**src/rtl/sio_cfg_pkg.sv**
```systemverilog
`timescale 1ns/1ps
package sio_cfg_pkg;
  localparam logic [7:0] KEY_B0     = 8'h87;
  localparam logic [7:0] KEY_B1     = 8'h01;
  localparam logic [7:0] KEY_B2     = 8'h55;
  localparam logic [7:0] KEY_PRI    = 8'h55;
  localparam logic [7:0] KEY_ALT    = 8'hAA;
  localparam logic [7:0] EXIT_VALUE = 8'h02;

  localparam logic [7:0] A_EXIT   = 8'h02;
  localparam logic [7:0] A_LDN    = 8'h07;
  localparam logic [7:0] A_ID_HI  = 8'h20;
  localparam logic [7:0] A_ID_LO  = 8'h21;
  localparam logic [7:0] A_VER    = 8'h22;
  localparam logic [7:0] A_GCTL   = 8'h24;
  localparam logic [7:0] A_BASE_H = 8'h60;
  localparam logic [7:0] A_BASE_L = 8'h61;
  localparam logic [7:0] A_FB_H   = 8'h64;
  localparam logic [7:0] A_FB_L   = 8'h65;
  localparam logic [7:0] A_FSEL   = 8'hEF;
endpackage

```
**src/rtl/sio_key_match.sv**
```systemverilog
`timescale 1ns/1ps
module sio_key_match
  import sio_cfg_pkg::*;
(
  input  logic       clk,
  input  logic       rst_n,
  input  logic       alt_strap,
  input  logic       key_wr,
  input  logic [7:0] key_byte,
  input  logic       relock,
  output logic       cfg_open
);
  logic [1:0] stage;
  logic [7:0] expect_b;
  logic [7:0] last_b;

  assign last_b = alt_strap ? KEY_ALT : KEY_PRI;

  always_comb begin
    case (stage)
      2'd0:    expect_b = KEY_B0;
      2'd1:    expect_b = KEY_B1;
      2'd2:    expect_b = KEY_B2;
      default: expect_b = last_b;
    endcase
  end

  always_ff @(posedge clk) begin
    if (!rst_n) begin
      stage    <= 2'd0;
      cfg_open <= 1'b0;
    end else if (relock) begin
      stage    <= 2'd0;
      cfg_open <= 1'b0;
    end else if (key_wr && !cfg_open) begin
      if (key_byte != expect_b) begin
        stage <= 2'd0;
      end else if (stage == 2'd3) begin
        stage    <= 2'd0;
        cfg_open <= 1'b1;
      end else begin
        stage <= stage + 2'd1;
      end
    end
  end

  AST_MISS_RESTART: assert property (@(posedge clk) disable iff (!rst_n)
    (key_wr && !cfg_open && key_byte != expect_b) |=> (stage == 2'd0 && !cfg_open));
  AST_KEY_OPENS: assert property (@(posedge clk) disable iff (!rst_n)
    (key_wr && !cfg_open && !relock && stage == 2'd3 && key_byte == last_b) |=> cfg_open);
  AST_EXIT_CLOSES: assert property (@(posedge clk) disable iff (!rst_n)
    relock |=> !cfg_open);
endmodule

```
**src/rtl/sio_ldn_bank.sv**
```systemverilog
`timescale 1ns/1ps
module sio_ldn_bank
  import sio_cfg_pkg::*;
(
  input  logic       clk,
  input  logic       rst_n,
  input  logic       wr_en,
  input  logic [7:0] addr,
  input  logic [7:0] wdata,
  output logic [7:0] rd_data
);
  logic [7:0] base_hi;
  logic [7:0] base_lo;

  always_ff @(posedge clk) begin
    if (!rst_n) begin
      base_hi <= 8'h00;
      base_lo <= 8'h00;
    end else if (wr_en) begin
      if (addr == A_BASE_H) base_hi <= wdata;
      if (addr == A_BASE_L) base_lo <= wdata;
    end
  end

  always_comb begin
    case (addr)
      A_BASE_H: rd_data = base_hi;
      A_BASE_L: rd_data = base_lo;
      default:  rd_data = 8'h00;
    endcase
  end

  AST_BANK_HOLD: assert property (@(posedge clk) disable iff (!rst_n)
    !wr_en |=> ($stable(base_hi) && $stable(base_lo)));
endmodule

```
**src/rtl/sio_flash_regs.sv**
```systemverilog
`timescale 1ns/1ps
module sio_flash_regs
  import sio_cfg_pkg::*;
(
  input  logic        clk,
  input  logic        rst_n,
  input  logic        wr_en,
  input  logic [7:0]  addr,
  input  logic [7:0]  wdata,
  output logic [7:0]  rd_data,
  output logic [15:0] flash_base,
  output logic        flash_sel
);
  always_ff @(posedge clk) begin
    if (!rst_n) begin
      flash_base <= 16'h0000;
      flash_sel  <= 1'b0;
    end else if (wr_en) begin
      if (addr == A_FB_H) flash_base[15:8] <= wdata;
      if (addr == A_FB_L) flash_base[7:0]  <= wdata;
      if (addr == A_FSEL) flash_sel        <= wdata[0];
    end
  end

  always_comb begin
    case (addr)
      A_FB_H:  rd_data = flash_base[15:8];
      A_FB_L:  rd_data = flash_base[7:0];
      A_FSEL:  rd_data = {7'd0, flash_sel};
      default: rd_data = 8'h00;
    endcase
  end

  AST_SEL_READBACK: assert property (@(posedge clk) disable iff (!rst_n)
    (wr_en && addr == A_FSEL) |=> (flash_sel == $past(wdata[0])));
endmodule

```
**src/rtl/sio_cfg_port.sv**
```systemverilog
`timescale 1ns/1ps
module sio_cfg_port
  import sio_cfg_pkg::*;
#(
  parameter logic [15:0] CHIP_ID   = 16'h5A31,
  parameter logic [7:0]  CHIP_VER  = 8'h03,
  parameter int          NUM_LDN   = 8,
  parameter int          FLASH_LDN = 7
) (
  input  logic        clk,
  input  logic        rst_n,
  input  logic        alt_strap,
  input  logic        io_wr,
  input  logic        io_rd,
  input  logic        io_sel_data,
  input  logic [7:0]  io_wdata,
  output logic [7:0]  io_rdata,
  output logic        cfg_open,
  output logic [2:0]  flash_seg_en,
  output logic        flash_wr_en,
  output logic        flash_pin_sel,
  output logic        flash_suspend,
  output logic [15:0] flash_base,
  output logic        flash_sel
);
  localparam int         LDN_W     = (NUM_LDN > 1) ? $clog2(NUM_LDN) : 1;
  localparam logic [7:0] NUM_LDN_B = 8'(NUM_LDN);
  localparam logic [7:0] FLASH_B   = 8'(FLASH_LDN);

  logic [7:0] idx;
  logic [7:0] ldn;
  logic [7:0] gctl;
  logic       data_wr;
  logic       relock;
  logic       ldn_ok;
  logic       flash_we;
  logic [7:0] bank_rd [NUM_LDN];
  logic [7:0] sel_bank_rd;
  logic [7:0] flash_rd;
  logic [7:0] data_val;

  assign data_wr  = io_wr && io_sel_data && cfg_open;
  assign relock   = data_wr && idx == A_EXIT && io_wdata == EXIT_VALUE;
  assign ldn_ok   = ldn < NUM_LDN_B;
  assign flash_we = data_wr && ldn == FLASH_B;

  sio_key_match u_key (
    .clk      (clk),
    .rst_n    (rst_n),
    .alt_strap(alt_strap),
    .key_wr   (io_wr && !io_sel_data && !cfg_open),
    .key_byte (io_wdata),
    .relock   (relock),
    .cfg_open (cfg_open)
  );

  always_ff @(posedge clk) begin
    if (!rst_n) begin
      idx  <= 8'h00;
      ldn  <= 8'h00;
      gctl <= 8'h00;
    end else if (io_wr && cfg_open) begin
      if (!io_sel_data) begin
        idx <= io_wdata;
      end else begin
        if (idx == A_LDN)  ldn  <= io_wdata;
        if (idx == A_GCTL) gctl <= io_wdata;
      end
    end
  end

  for (genvar g = 0; g < NUM_LDN; g++) begin : g_bank
    sio_ldn_bank u_bank (
      .clk    (clk),
      .rst_n  (rst_n),
      .wr_en  (data_wr && ldn == 8'(g)),
      .addr   (idx),
      .wdata  (io_wdata),
      .rd_data(bank_rd[g])
    );
  end

  sio_flash_regs u_flash (
    .clk       (clk),
    .rst_n     (rst_n),
    .wr_en     (flash_we),
    .addr      (idx),
    .wdata     (io_wdata),
    .rd_data   (flash_rd),
    .flash_base(flash_base),
    .flash_sel (flash_sel)
  );

  assign sel_bank_rd = ldn_ok ? bank_rd[ldn[LDN_W-1:0]] : 8'h00;

  always_comb begin
    case (idx)
      A_EXIT:  data_val = 8'h00;
      A_LDN:   data_val = ldn;
      A_ID_HI: data_val = CHIP_ID[15:8];
      A_ID_LO: data_val = CHIP_ID[7:0];
      A_VER:   data_val = CHIP_VER;
      A_GCTL:  data_val = gctl;
      default: data_val = sel_bank_rd | ((ldn == FLASH_B) ? flash_rd : 8'h00);
    endcase
    io_rdata = 8'hFF;
    if (io_rd && cfg_open) io_rdata = io_sel_data ? data_val : idx;
  end

  assign flash_suspend = gctl[0];
  assign flash_seg_en  = gctl[3:1];
  assign flash_wr_en   = gctl[4];
  assign flash_pin_sel = gctl[5];

  AST_LOCKED_READ_FF: assert property (@(posedge clk) disable iff (!rst_n)
    (io_rd && !cfg_open) |-> (io_rdata == 8'hFF));
  AST_LOCKED_NO_WRITE: assert property (@(posedge clk) disable iff (!rst_n)
    (!cfg_open && io_wr && io_sel_data) |=>
      ($stable(gctl) && $stable(flash_base) && $stable(flash_sel) && $stable(ldn)));
  AST_LOCKED_INDEX_HOLD: assert property (@(posedge clk) disable iff (!rst_n)
    !cfg_open |=> $stable(idx));
endmodule

```
**config.mk**
```make
export PLATFORM = sky130hd
export DESIGN_NAME = sio_cfg_port
export DESIGN_NICKNAME = d
export VERILOG_FILES = /design/src/rtl/sio_cfg_pkg.sv /design/src/rtl/sio_key_match.sv /design/src/rtl/sio_ldn_bank.sv /design/src/rtl/sio_flash_regs.sv /design/src/rtl/sio_cfg_port.sv
export SDC_FILE = /design/constraint.sdc
export NUM_CORES = 1
export LEC_CHECK = 0
export BUFFER_PORTS_ARGS = -buffer_cell sky130_fd_sc_hd__buf_2
export CAP_MARGIN = 20
export CORE_UTILIZATION = 30
export CTS_BUF_LIST = sky130_fd_sc_hd__clkbuf_16
export CTS_CLUSTER_DIAMETER = 80
export DETAILED_ROUTE_END_ITERATION = 8
export SLEW_MARGIN = 0
export SYNTH_ARGS = -nofsm -noshare
export SYNTH_HDL_FRONTEND = slang
export SYNTH_SLANG_ARGS = --single-unit
```
**constraint.sdc**
```tcl
create_clock -name clk -period 3.01 [get_ports clk]
set_input_delay 0.301 -clock clk [delete_from_list [all_inputs] [get_ports clk]]
set_output_delay 0.301 -clock clk [all_outputs]
set_load 0.05 [all_outputs]
```
==> results.toml <==
[critical_path]
required_ns = 2.71
worst-path-max-fanout = 4
worst-path-buf-inv = 1
crit_family = "simple AND/OR/NAND/NOR gates"
critPathKind = "flop to output port"
critPathMaxStageDelay_ns = 0.58
worstSetupStartpoint = "ldn[7]"
cp.arrival_ns = 2.68
critPathLaunchType = "flop"
reg2reg_from = "ldn[7]"
cp.depth = 7
ff2ff_path_depth = 6
crit_path_end_kind = "output port"
worst_path_max_delay_cell = "or4_4"
cp_cell_sequence = "or4_4, or3b_4, nor2_4, a21boi_2, nor3_1, o31ai_2, buf_6"

[global_routing]
grt_max_degree = 94
grt-ovfl-total = 0
use_met3_pct = 3.11
busiest_layer = "met2"
met2_usage_pct = 31.0
grt_pass1_vias = 7119
met1_usage_pct = 23.6
grt_usage_pct = 18.3
grt_first_pass_wirelength_um = 41300
antenna_found_initial = 0

[floorplanning]
initial_core_util_pct = 30.9
die_y_um = 172
die_area_um2 = 29600
die_w_um = 172
ios = 46
core_um2 = 28100
rows = 61

[finish]
layout.nets = 1073
diodes = 0
stdcell_count = 1446
final_core_util_pct = 36.0
num-fill-cells = 2929
layout-drive-gt1-share_pct = 16.7
area_growth_pct = 16.5
final_cell_mix = "nand2_1 (284), dfxtp_1 (168), a21boi_0 (100)"
mostFrequentLayoutCell = "nand2_1"

[detailed_routing]
post-route-drc-count = 0
ant_nets = 0
first_iter_violations = 595
vias = 7481
wl_per_cell_um = 18.4
first_pass_iters = 5
via_per_inst = 5.17
wl_um = 26700

[sta]
whs_ns = 0.373
finalSetupTns_ns = 0
worst_pin_slew_ns = 0.718
rsz0062_at_grt = "yes"
period_needed_ns = 2.98
setup_viol = 0
slew_violations = 0
slew_headroom_pct = 52.2
hold_viol_final = 0
fin_crit_sh_pct = 99.0
timing.fmax_mhz = 336
clock_skew_ns = 0.0126

[yosys]
synth_top_area_share_pct = 39.7
synth_edf_count = 0
synth_largest_area_cell = "dfxtp_1"
synth_warnings = 0
synth_seq_area_share_pct = 39.7
syn_inst = 1025
ys_types = 68
netlist_area_um2 = 8670
syn-num-nets = 1042
synthFlopType = "dfxtp_1"
syn_avg_cell_area_um2 = 8.46
ys_ff_latch = 172
synth_area_leaders = "dfxtp_1 (40%), nand2_1 (12%), mux2i_1 (9.5%)"
synthArstFlopShare_pct = 0

[placement]
gp_congestion = 0.916
port-buffer-count = 45
dp_hpwl_um = 17500
place_inst = 1410

[clock_tree]
tritoncts = "done"
root_buffer = "clkbuf_16"
cts_buffers = 17
cts_buffer_depth = 2
clk_latency_ns = 0.44
ctsHoldBuffers = 0
htreeDepth = 4
cts_sinks = 172
clk_transition_reported_paths_ns = 0.07

[flow_run]
max_cap_viol_count = 0

[min_path]
hp-start = "io_sel_data"
hp-class = "primary input to flop"
hold_depth = 4

[pwr]
p_leak_nw = 3.26
ir_drop_uv = 354
power_density_nw_per_um2 = 443

[run_status]
status = "completed"
[final timing paths]
check                                                    to  slack (ns)
worst max register to register  g_bank[7].u_bank.base_hi[5]        0.48
worst max-delay path                            io_rdata[0]        0.03
worst min register to register  g_bank[6].u_bank.base_hi[4]        0.45
worst min-delay path                         u_key.stage[1]        0.37
[registers in the layout, summed over array words and instances (netlist names)]
| register | flops |
|---|---|
| g_bank.u_bank.base_lo | 64 |
| g_bank.u_bank.base_hi | 64 |
| idx | 8 |
| gctl | 8 |
| u_flash.flash_sel | 1 |
| u_key.stage | 2 |
| u_flash.flash_base | 16 |
| u_key.cfg_open | 1 |
| ldn | 8 |
[per-stage QoR]
step,setup slack [ns],total power [mW],area (um2)
2_1_floorplan,0.170,2.42,8690
3_3_place_gp,0.237,2.47,9390
3_5_place_dp,0.179,2.47,9390
4_1_cts,0.00548,4.50,10000
5_1_grt,-0.0116,4.61,10100
6_report,0.0296,4.47,10100
[layer usage]
layer | share of wire (%) | wire, um
met5 | 0 | 0
met4 | 2.1 | 571
met2 | 48 | 12700
met3 | 3.6 | 973
met1 | 47 | 12400
[cells by family after synthesis]
kind of cell / Yosys count / synth area share [%]
XOR/XNOR: 2 / 0.202
flip-flops: 172 / 39.7
multiplexers: 105 / 13.6
buffers and inverters: 79 / 3.87
AO/OA/AOI/OAI: 228 / 18.6
AND/OR/NAND/NOR: 436 / 23.6
adder cells (fa/ha/maj): 3 / 0.433
[cells in the mapped netlist, drive strengths merged (5+ instances only)]
| cell | instances |
|---|---|
| nand2 | 285 |
| dfxtp | 172 |
| a21boi | 132 |
| mux2i | 82 |
| clkbuf | 53 |
| nor2b | 43 |
| nor2 | 31 |
| a21oi | 24 |
| o21ai | 22 |
| buf | 20 |
| nand3 | 17 |
| mux2 | 14 |
| nor3 | 14 |
| mux4 | 9 |
| a211oi | 8 |
| a221oi | 6 |
| inv | 6 |
| nand2b | 6 |
| nor4 | 6 |
| o22ai | 6 |
| a31oi | 5 |
| and3 | 5 |
| o31ai | 5 |
[where the power goes]
group	leakage [nW]	switching, mW	internal, mW	total, mW
logic	1.61	0.100	0.0454	0.146
registers	1.39	0.0000135	2.27	2.27
clock network	0.259	0.989	1.07	2.06
[layout make-up]
type / instances / area [um2] / area share [%]
Timing Repair Buffer: 85 / 619 / 6.13
Clock buffer: 17 / 425 / 4.21
Tap cell: 378 / 473 / 4.68
Sequential cell: 172 / 3450 / 34.2
Multi-Input combinational cell: 774 / 5000 / 49.5
Inverter: 6 / 22.5 / 0.223
Clock inverter: 14 / 110 / 1.09
[worst min-delay path: cells and delay by family]
kind / cells / cell delay (ns)
AO/OA/AOI/OAI: 1 / 0.06
buffers and inverters: 1 / 0.15
AND/OR/NAND/NOR: 2 / 0.25
[timing repair]
item	4_1_cts	5_1_grt
resized for setup	17	16
endpoints found under the hold margin	0	0
setup buffers	4	1
pin swaps	0	1
setup endpoints to repair	8	8
Power figures use the tool's default switching activity.
